`src/rtl/rf_pkg.sv`:
```
package rf_pkg;
  // Source selected for an entry's value at the next edge.
  typedef enum logic [1:0] {
    SRC_HOLD = 2'd0,
    SRC_RES  = 2'd1,
    SRC_LNK  = 2'd2
  } val_src_e;
endpackage

```
`src/rtl/rf_entry.sv`:
```
module rf_entry
  import rf_pkg::*;
#(
  parameter int IDX   = 1,
  parameter int NREG  = 32,
  parameter int DW    = 32,
  parameter int TW    = 9,
  parameter bit LINK  = 1'b0,
  localparam int AW   = $clog2(NREG)
) (
  input  logic          clk,
  input  logic          rst_n,
  input  logic          iss_we,
  input  logic [AW-1:0] iss_dst,
  input  logic [TW-1:0] iss_tag,
  input  logic          res_valid,
  input  logic [TW-1:0] res_tag,
  input  logic [DW-1:0] res_data,
  input  logic          lnk_en,
  input  logic [DW-1:0] lnk_pc,
  output logic [DW-1:0] val_q,
  output logic [TW-1:0] tag_q
);
  localparam logic [AW-1:0] MY_ADDR = IDX[AW-1:0];

  logic     hit, wr_here, lnk_here;
  val_src_e src;

  assign hit      = res_valid && (tag_q != '0) && (res_tag == tag_q);
  assign wr_here  = iss_we && (iss_dst == MY_ADDR);
  assign lnk_here = LINK && lnk_en;

  always_comb begin
    if (lnk_here)  src = SRC_LNK;
    else if (hit)  src = SRC_RES;
    else           src = SRC_HOLD;
  end

  always_ff @(posedge clk or negedge rst_n) begin
    if (!rst_n) begin
      val_q <= '0;
      tag_q <= '0;
    end else begin
      case (src)
        SRC_LNK: val_q <= lnk_pc;
        SRC_RES: val_q <= res_data;
        default: val_q <= val_q;
      endcase
      if (wr_here)              tag_q <= iss_tag;
      else if (hit || lnk_here) tag_q <= '0;
    end
  end

  // a written tag appears at the next edge
  p_tag_write_r2: assert property (@(posedge clk) disable iff (!rst_n)
    wr_here |=> tag_q == $past(iss_tag));
  // matching broadcast delivers its value (link absent)
  p_res_load_r3: assert property (@(posedge clk) disable iff (!rst_n)
    (hit && !lnk_here) |=> val_q == $past(res_data));
  // matching broadcast without a new tag leaves the entry ready
  p_res_clear_r3: assert property (@(posedge clk) disable iff (!rst_n)
    (hit && !wr_here) |=> tag_q == '0);
  // no event, no change
  p_idle_hold_r4: assert property (@(posedge clk) disable iff (!rst_n)
    (!hit && !wr_here && !lnk_here) |=> ($stable(val_q) && $stable(tag_q)));
  // link load value has priority
  p_link_load_r8: assert property (@(posedge clk) disable iff (!rst_n)
    lnk_here |=> val_q == $past(lnk_pc));
endmodule

```
`src/rtl/rf_read_port.sv`:
```
module rf_read_port #(
  parameter int NREG = 32,
  parameter int DW   = 32,
  parameter int TW   = 9,
  localparam int AW  = $clog2(NREG)
) (
  input  logic                     clk,
  input  logic                     rst_n,
  input  logic [AW-1:0]            addr,
  input  logic [NREG-1:0][DW-1:0]  val_all,
  input  logic [NREG-1:0][TW-1:0]  tag_all,
  input  logic                     res_valid,
  input  logic [TW-1:0]            res_tag,
  input  logic [DW-1:0]            res_data,
  output logic [DW-1:0]            out_data,
  output logic [TW-1:0]            out_tag
);
  logic [DW-1:0] sel_val;
  logic [TW-1:0] sel_tag;
  logic          fwd;

  assign sel_val = val_all[addr];
  assign sel_tag = tag_all[addr];
  assign fwd     = res_valid && (sel_tag != '0) && (sel_tag == res_tag);

  always_comb begin
    if (fwd) begin
      out_data = res_data;
      out_tag  = '0;
    end else begin
      out_data = sel_val;
      out_tag  = sel_tag;
    end
  end

  // entry 0 is a ready zero at the port
  p_zero_entry_r5: assert property (@(posedge clk) disable iff (!rst_n)
    (addr == '0) |-> (out_data == '0 && out_tag == '0));
  // a port never shows a tag that is being broadcast this cycle
  p_no_stale_tag_r6: assert property (@(posedge clk) disable iff (!rst_n)
    (res_valid && res_tag != '0) |-> (out_tag != res_tag));
endmodule

```
`src/rtl/tagged_regfile.sv`:
```
module tagged_regfile #(
  parameter int NREG = 32,
  parameter int DW   = 32,
  parameter int TW   = 9,
  parameter int NRD  = 2,
  localparam int AW  = $clog2(NREG),
  localparam int LNK_IDX = NREG - 1
) (
  input  logic          clk,
  input  logic          rst_n,
  input  logic          iss_we,
  input  logic [AW-1:0] iss_dst,
  input  logic [TW-1:0] iss_tag,
  input  logic          res_valid,
  input  logic [TW-1:0] res_tag,
  input  logic [DW-1:0] res_data,
  input  logic          lnk_en,
  input  logic [DW-1:0] lnk_pc,
  input  logic [AW-1:0] rda_addr,
  output logic [DW-1:0] rda_data,
  output logic [TW-1:0] rda_tag,
  input  logic [AW-1:0] rdb_addr,
  output logic [DW-1:0] rdb_data,
  output logic [TW-1:0] rdb_tag
);
  logic [NREG-1:0][DW-1:0] val_all;
  logic [NREG-1:0][TW-1:0] tag_all;
  logic [NRD-1:0][AW-1:0]  rd_addr;
  logic [NRD-1:0][DW-1:0]  rd_data;
  logic [NRD-1:0][TW-1:0]  rd_tag;

  for (genvar i = 0; i < NREG; i++) begin : g_ent
    if (i == 0) begin : g_zero
      assign val_all[i] = '0;
      assign tag_all[i] = '0;
    end else begin : g_live
      rf_entry #(
        .IDX(i), .NREG(NREG), .DW(DW), .TW(TW), .LINK(i == LNK_IDX)
      ) u_ent (
        .clk(clk), .rst_n(rst_n),
        .iss_we(iss_we), .iss_dst(iss_dst), .iss_tag(iss_tag),
        .res_valid(res_valid), .res_tag(res_tag), .res_data(res_data),
        .lnk_en(lnk_en), .lnk_pc(lnk_pc),
        .val_q(val_all[i]), .tag_q(tag_all[i])
      );
    end
  end

  assign rd_addr[0] = rda_addr;
  assign rd_addr[1] = rdb_addr;

  for (genvar p = 0; p < NRD; p++) begin : g_rd
    rf_read_port #(.NREG(NREG), .DW(DW), .TW(TW)) u_rd (
      .clk(clk), .rst_n(rst_n),
      .addr(rd_addr[p]), .val_all(val_all), .tag_all(tag_all),
      .res_valid(res_valid), .res_tag(res_tag), .res_data(res_data),
      .out_data(rd_data[p]), .out_tag(rd_tag[p])
    );
  end

  assign rda_data = rd_data[0];
  assign rda_tag  = rd_tag[0];
  assign rdb_data = rd_data[1];
  assign rdb_tag  = rd_tag[1];

  // two ports on one entry agree
  p_ports_agree_r9: assert property (@(posedge clk) disable iff (!rst_n)
    (rda_addr == rdb_addr) |-> (rda_data == rdb_data && rda_tag == rdb_tag));
  // a tag write to entry 0 leaves it a ready zero
  p_zero_ignore_r5: assert property (@(posedge clk) disable iff (!rst_n)
    (iss_we && iss_dst == '0) |=> (val_all[0] == '0 && tag_all[0] == '0));
endmodule

```
`config.mk`:
```
export PLATFORM = sky130hd
export DESIGN_NAME = tagged_regfile
export DESIGN_NICKNAME = d
export VERILOG_FILES = /design/src/rtl/rf_pkg.sv /design/src/rtl/rf_entry.sv /design/src/rtl/rf_read_port.sv /design/src/rtl/tagged_regfile.sv
export SDC_FILE = /design/constraint.sdc
export NUM_CORES = 2
export LEC_CHECK = 0
export CORE_MARGIN = 5
export CORE_UTILIZATION = 30
export CTS_CLUSTER_DIAMETER = 200
export DETAILED_ROUTE_END_ITERATION = 8
export MAX_ROUTING_LAYER = met4
export PLACE_DENSITY_LB_ADDON = 0.3
export SETUP_SLACK_MARGIN = 0.05
export SLEW_MARGIN = 0
export SYNTH_ARGS = -nofsm -noshare
export SYNTH_HDL_FRONTEND = slang
export SYNTH_SLANG_ARGS = --single-unit
export TNS_END_PERCENT = 30
```
`constraint.sdc`:
```
create_clock -name clk -period 3.9 [get_ports clk]
set_input_delay 0.39 -clock clk [delete_from_list [all_inputs] [get_ports clk]]
set_output_delay 0.39 -clock clk [all_outputs]
set_load 0.02 [all_outputs]
```
Yosys cells after proc, flatten, opt, wreduce, memory -nomap -nowiden
Cells that the tools add are included.
{"block": "word_totals", "mem_bits_rw": 0, "output_inout_bits": 82, "mem_count": 0, "in_bits": 102, "latch_bits": 0, "romBits": 0, "regBits": 1271, "wordCells": 520}
{"block": "op_classes", "eq_ne": 126, "div": 0, "bitwise_logic": 0, "shifts": 0, "n_reduce_logical": 193, "mul": 0, "magnitude_cmp": 2, "n_mux": 137, "add_sub_neg": 0}
{"op": "case mux 32 bit (2 select lines)", "count": 31}
{"op": "2-to-1 mux 9 bit", "count": 66}
{"op": "binary-select mux 32 bit (select 5 bit)", "count": 2}
{"op": "equality test 9 bit", "count": 33}
{"op": "nonzero test 9 bit", "count": 33}
{"op": "2-to-1 mux 32 bit", "count": 4}
{"op": "nonzero test 2 bit", "count": 62}
{"op": "logical AND 1 bit", "count": 97}
{"op": "binary-select mux 9 bit (select 5 bit)", "count": 2}
{"op": "equality test 5 bit, second input constant", "count": 16}
{"op": "equality test 2 x 1 -> 1 bit, second input constant", "count": 31}
{"op": "equality test 1 x 2 -> 1 bit, second input constant", "count": 30}
{"op": "equality test 5 x 4 -> 1 bit, second input constant", "count": 8}
{"op": "2-to-1 mux 1 bit", "count": 31}
{"op": "equality test 5 x 3 -> 1 bit, second input constant", "count": 4}
{"op": "< comparator 5 x 6 -> 1 bit, second input constant", "count": 2}
{"op": "equality test 5 x 2 -> 1 bit, second input constant", "count": 2}
{"op": "equality test 5 x 1 -> 1 bit, second input constant", "count": 1}
{"op": "equality test 2 bit, second input constant", "count": 1}
{"op": "2-to-1 mux 2 bit", "count": 1}
{"op": "logical OR 1 bit", "count": 1}

Depth between registers and ports, before layout
{"block": "depth", "word_depth": 7, "depth_mapped": 14, "ltp_nobuf": 8}

Hierarchy
A second synthesis with hierarchy kept.
{"block": "hier_totals", "hier_cells": 5402, "area_unflattened_um2": 79531.3}
{"module": "rf_read_port", "seq_area_each_um2": 0.0, "area_each_um2": 10859.2, "cells_per_inst": 709, "instances": 2}
{"module": "rf_entry at g_ent[11].g_live.u_ent ...", "seq_area_each_um2": 1026.0, "area_each_um2": 1840.5, "cells_per_inst": 124, "instances": 9}
{"module": "rf_entry at g_ent[10].g_live.u_ent ...", "seq_area_each_um2": 1026.0, "area_each_um2": 1845.5, "cells_per_inst": 124, "instances": 8}
{"module": "rf_entry at g_ent[12].g_live.u_ent ...", "seq_area_each_um2": 1026.0, "area_each_um2": 1839.3, "cells_per_inst": 124, "instances": 6}
{"module": "rf_entry at g_ent[1].g_live.u_ent ...", "seq_area_each_um2": 1026.0, "area_each_um2": 1844.3, "cells_per_inst": 124, "instances": 4}
{"module": "rf_entry at g_ent[19].g_live.u_ent ...", "seq_area_each_um2": 1026.0, "area_each_um2": 1840.5, "cells_per_inst": 125, "instances": 2}
{"module": "rf_entry at g_ent[31].g_live.u_ent", "seq_area_each_um2": 1026.0, "area_each_um2": 2544.9, "cells_per_inst": 260, "instances": 1}
{"module": "rf_entry at g_ent[16].g_live.u_ent", "seq_area_each_um2": 1026.0, "area_each_um2": 1841.8, "cells_per_inst": 125, "instances": 1}
{"module": "tagged_regfile", "seq_area_each_um2": 0.0, "area_each_um2": 3.8, "cells_per_inst": 1, "instances": 1}

Worst setup path before layout
OpenSTA, ideal clock, no wires.
{"block": "synth_path", "kind": "input-to-output", "from": "input rdb_addr[0]", "to": "output rdb_data[30]", "setup_slack_ps": 106, "required_ps": 3510, "path_buffers": 6, "arrival_time_ps": 3404, "stages": 11, "path_cell_list": "buf_4 buf_4 buf_4 buf_2 buf_2 buf_1 mux4_2 mux4_2 nor2_1 nor2_1 mux2_1"}
{"block": "synth_between", "elab_chain_cells": 6, "word_cells_on_any_way": 9, "cone_classes": "1 x eq/ne; 5 x mux; 3 x reduce/logical"}
{"element": "start: declaration", "line": "tagged_regfile.sv:22", "source": "input logic [AW-1:0] rdb_addr,"}
{"element": "binary-select mux 9 bit (select 5 bit)", "line": "rf_read_port.sv:23", "source": "assign sel_tag = tag_all[addr];"}
{"element": "2-to-1 mux 9 bit (implied by the code)", "line": "rf_read_port.sv:23"}
{"element": "nonzero test 9 bit", "line": "rf_read_port.sv:24", "source": "assign fwd = res_valid && (sel_tag != '0) && (sel_tag == res_tag);"}
{"element": "logical AND 1 bit (2 in series)", "line": "rf_read_port.sv:24"}
{"element": "2-to-1 mux 32 bit (*)", "line": "rf_read_port.sv:27", "source": "if (fwd) begin"}
{"element": "end: declaration", "line": "tagged_regfile.sv:23", "source": "output logic [DW-1:0] rdb_data,"}
Every way passes the cells marked *; elsewhere a longest branch is shown, timed or not. The select of a mux whose other input is x is not followed.

Final worst setup path
{"block": "layout_path", "from": "register g_ent[14].g_live.u_ent.tag_q[5]", "to": "output rdb_data[0]"}
{"block": "layout_between", "elab_chain_cells": 6, "word_cells_on_any_way": 7, "cone_classes": "1 x eq/ne; 3 x mux; 3 x reduce/logical"}
{"element": "start: declaration", "line": "rf_entry.sv:22", "source": "output logic [TW-1:0] tag_q"}
{"element": "start signal: assignment", "line": "rf_entry.sv:49", "source": "if (wr_here) tag_q <= iss_tag;"}
{"element": "binary-select mux 9 bit (select 5 bit) (*)", "line": "rf_read_port.sv:23"}
{"element": "2-to-1 mux 9 bit (implied by the code) (*)", "line": "rf_read_port.sv:23"}
{"element": "nonzero test 9 bit", "line": "rf_read_port.sv:24"}
{"element": "logical AND 1 bit", "line": "rf_read_port.sv:24"}
{"element": "logical AND 1 bit (*)", "line": "rf_read_port.sv:24"}
{"element": "2-to-1 mux 32 bit (*)", "line": "rf_read_port.sv:27"}
Marked as above.

==> flow_metrics.py <==
metrics = {
    "run_status": {
        "outcome": "finished with violations",
        "violations": "negative setup slack",
    },
    "logic_synthesis": {
        "yosysWarnings": 0,
        "synthArstFlopShare": 1.00,
        "yosysTopAreaCell": "dfrtp_1",
        "syn-num-nets": 5918,
        "syn_inst": 5816,
        "post-synth-top-count-cell": "dfrtp_1",
        "ys_ff_latch": 1271,
        "yosys-top-cells-area": "dfrtp_1 (43%), mux4_2 (20%), mux2_2 (17%), nand2_1 (3.3%), xnor2_1 (2.3%)",
        "synth_edf_count": 0,
        "ys_types": 65,
        "synth_top_area_share": 0.428,
        "syn-mean-instance-area_um2": 12.8,
        "syn_area_um2": 74300,
        "synth_ff_type": "dfrtp_1",
        "seq_area_frac_synth": 0.428,
        "yosys-top-cells-count": "dfrtp_1 (1271), mux2_2 (1089), mux4_2 (671), nand2_1 (663), clkbuf_1 (380)",
    },
    "timing": {
        "holdWs_ns": 0.0951,
        "max_freq_mhz": 212,
        "skew_ns": 0.0477,
        "min_period_over_period": 1.21,
        "fin_crit_ns": 4.71,
        "tightest_slew_ns": 1.16,
        "slew_violations": 0,
        "hold_viol": 0,
        "worst_slack_ns": -0.808,
        "relSlewSlack": 0.220,
        "rsz0062_at_grt": "true",
        "setup_violations": 82,
    },
    "route": {
        "drt_wl_total_um": 290000,
        "ant_nets": 0,
        "initialDrtViolationCount": 5751,
        "detail_route.drc_violations": 0,
        "routed_via_density": 5.63,
        "vias": 55328,
        "first_pass_iters": 6,
        "wl_per_cell_um": 29.5,
    },
    "critical_path": {
        "worst-setup-path-type": "reg2out",
        "crit_required_ns": 3.51,
        "critical_path.startpoint_type": "flop",
        "crit_fanout": 5,
        "cp.arrival_ns": 4.32,
        "setup.worst_path.end_class": "output pin",
    },
    "power_and_ir_drop": {
        "pwr_density_cell_nw_per_um2": 429,
        "leakage_nw": 40.0,
        "fin_total_pwr_mw": 39.0,
        "ir_worst_vdd_mv": 0.483,
    },
    "clock_network": {
        "cts_tree": "built",
        "cts_htree_levels": 4,
        "clock_path_buffers": 3,
        "clkSinkCount": 1271,
        "root_buffer": "clkbuf_16",
        "cts_made_buffers": 151,
        "insertion_delay_ns": 0.81,
        "path_clk_slew_ns": 0.06,
    },
    "layout": {
        "fillers": 23610,
        "drive_gt1_frac": 0.461,
        "layout.cells.non_filler": 9826,
        "ff_latch_area_um2": 31800,
        "final_core_util": 0.369,
        "fin_nets": 6498,
        "multi_input_area_um2": 40700,
        "syn2layout_area_growth_pct": 22.2,
    },
    "global_routing": {
        "track_usage": 0.228,
        "grt_pass1_vias": 56463,
        "use_met2": 0.345,
        "grt_pass1_wl_um": 421000,
        "antenna_found_initial": 7,
        "grt-ovfl-total": 0,
        "grt_use_met3": 0.0392,
        "grtUsageMet1": 0.315,
        "grt_max_degree": 140,
        "top_usage_layer": "met2",
    },
    "placement": {
        "place.gp.congestion": 1.00,
        "dpl.cell_count": 9517,
        "portBuffers": 183,
        "hpwl_um": 185000,
    },
    "floorplan": {
        "die_area_um2": 258000,
        "initial_core_util": 0.302,
        "fp.dieH_um": 508,
        "num_io_pins": 184,
        "fp.coreArea_um2": 246000,
        "row_count": 182,
        "die_w_um": 508,
    },
    "worst_hold_path": {
        "min_path_type": "in2reg",
    },
    "job": {
        "drv_cap": 0,
    },
}
power by group:
| group | switching (mW) | internal, mW |
|---|---|---|
| Clock | 6.12 | 8.55 |
| Combinational | 4.32 | 4.27 |
| Sequential | 1.26 | 14.4 |
| Total | 11.7 | 27.2 |
flip-flops by register name (all words and copies together) (netlist names):
signal and count:
g_ent.g_live.u_ent.val_q 992, g_ent.g_live.u_ent.tag_q 279
cells by family after synthesis:
| group | count (synthesis) | synth area share |
|---|---|---|
| xor+xnor | 238 | 0.0281 |
| flops | 1271 | 0.428 |
| buf+inv | 563 | 0.0315 |
| mux | 1910 | 0.391 |
| simple gates | 1266 | 0.0737 |
| compound gates | 568 | 0.0478 |
timing repair:
item | 4_1_cts | 5_1_grt
endpoints found under the hold margin | 89 | 0
setup endpoints to repair | 82 | 82
cloned | 2 | 0
pin swaps | 5 | 6
gates resized for setup | 396 | 142
hold buffers | 2 | 0
buffers inserted | 29 | 6
layer usage:
| layer | share of wire | wire (um) |
|---|---|---|
| met1 | 0.44 | 126000 |
| met5 | 0 | 0 |
| met4 | 0.033 | 9700 |
| met3 | 0.073 | 21100 |
| met2 | 0.46 | 133000 |
area by class of cell:
class,count,area share
multi-input combinational,3982,0.448
inverter,14,0.000703
antenna,2,0.0000551
clock inverter,43,0.00722
timing repair buffer,976,0.0996
clock buffer,226,0.0487
sequential,1271,0.350
tap,3312,0.0456
critical path: stages (launching register included):
cell      delay (ns)
dfrtp_1         0.41
buf_4           0.17
mux2i_1         0.37
a22oi_1         0.17
buf_4           0.16
nand2_1         0.11
mux4_2          0.28
nand3_1         0.08
or4_4           0.54
nand4b_1        0.18
buf_12          0.21
buf_12          0.14
buf_8           0.10
buf_6           0.11
mux2_2          0.33
buf_2           0.16
per-stage QoR:
stage / area [um2] / worst slack (ns) / setup TNS (ns)
final: 90800 / -0.808 / -53.44
after global routing: 90800 / -0.946 / -63.80
after CTS: 90300 / -0.857 / -60.54
after detailed placement: 85000 / -0.912 / -59.59
after global placement: 85000 / -0.925 / -59.78
after floorplan: 74300 / 0.106 / 0
path summary, 6_finish.rpt:
kind | start | endpoint | slack, ns | cells past startpoint
max in group asynchronous | rst_n | g_ent[1].g_live.u_ent.val_q[27] | 2.30 | 3
worst min register to register | g_ent[14].g_live.u_ent.val_q[23] | g_ent[14].g_live.u_ent.val_q[23] | 0.52 | 1
min in group asynchronous | rst_n | g_ent[22].g_live.u_ent.val_q[14] | 0.15 | 2
worst max-delay path | g_ent[14].g_live.u_ent.tag_q[5] | rdb_data[0] | -0.81 | 15
worst min-delay path | iss_tag[1] | g_ent[21].g_live.u_ent.tag_q[1] | 0.1 | 3
worst max register to register | g_ent[17].g_live.u_ent.tag_q[1] | g_ent[17].g_live.u_ent.val_q[17] | 1.21 | 9
placed cells by master, fill, tap and decap left out, types with 24 or more instances in the layout:
cell and n:
a21oi_1 43, a221oi_1 37, a22o_1 82, a22oi_1 24
buf_12 94, buf_2 34, buf_4 686, buf_6 69
clkbuf_1 42, clkbuf_16 154, clkbuf_8 32, clkdlybuf4s50_1 74
dfrtp_1 1261, mux2_2 1067, mux2_4 54, mux2i_1 112
mux4_2 671, nand2_1 663, nand3_1 101, nor2_1 277
nor2b_1 28, nor3_1 24, nor4_1 82, o21ai_0 314
xnor2_1 194, xor2_1 44
Note: power is estimated with default switching activity, not from simulation.
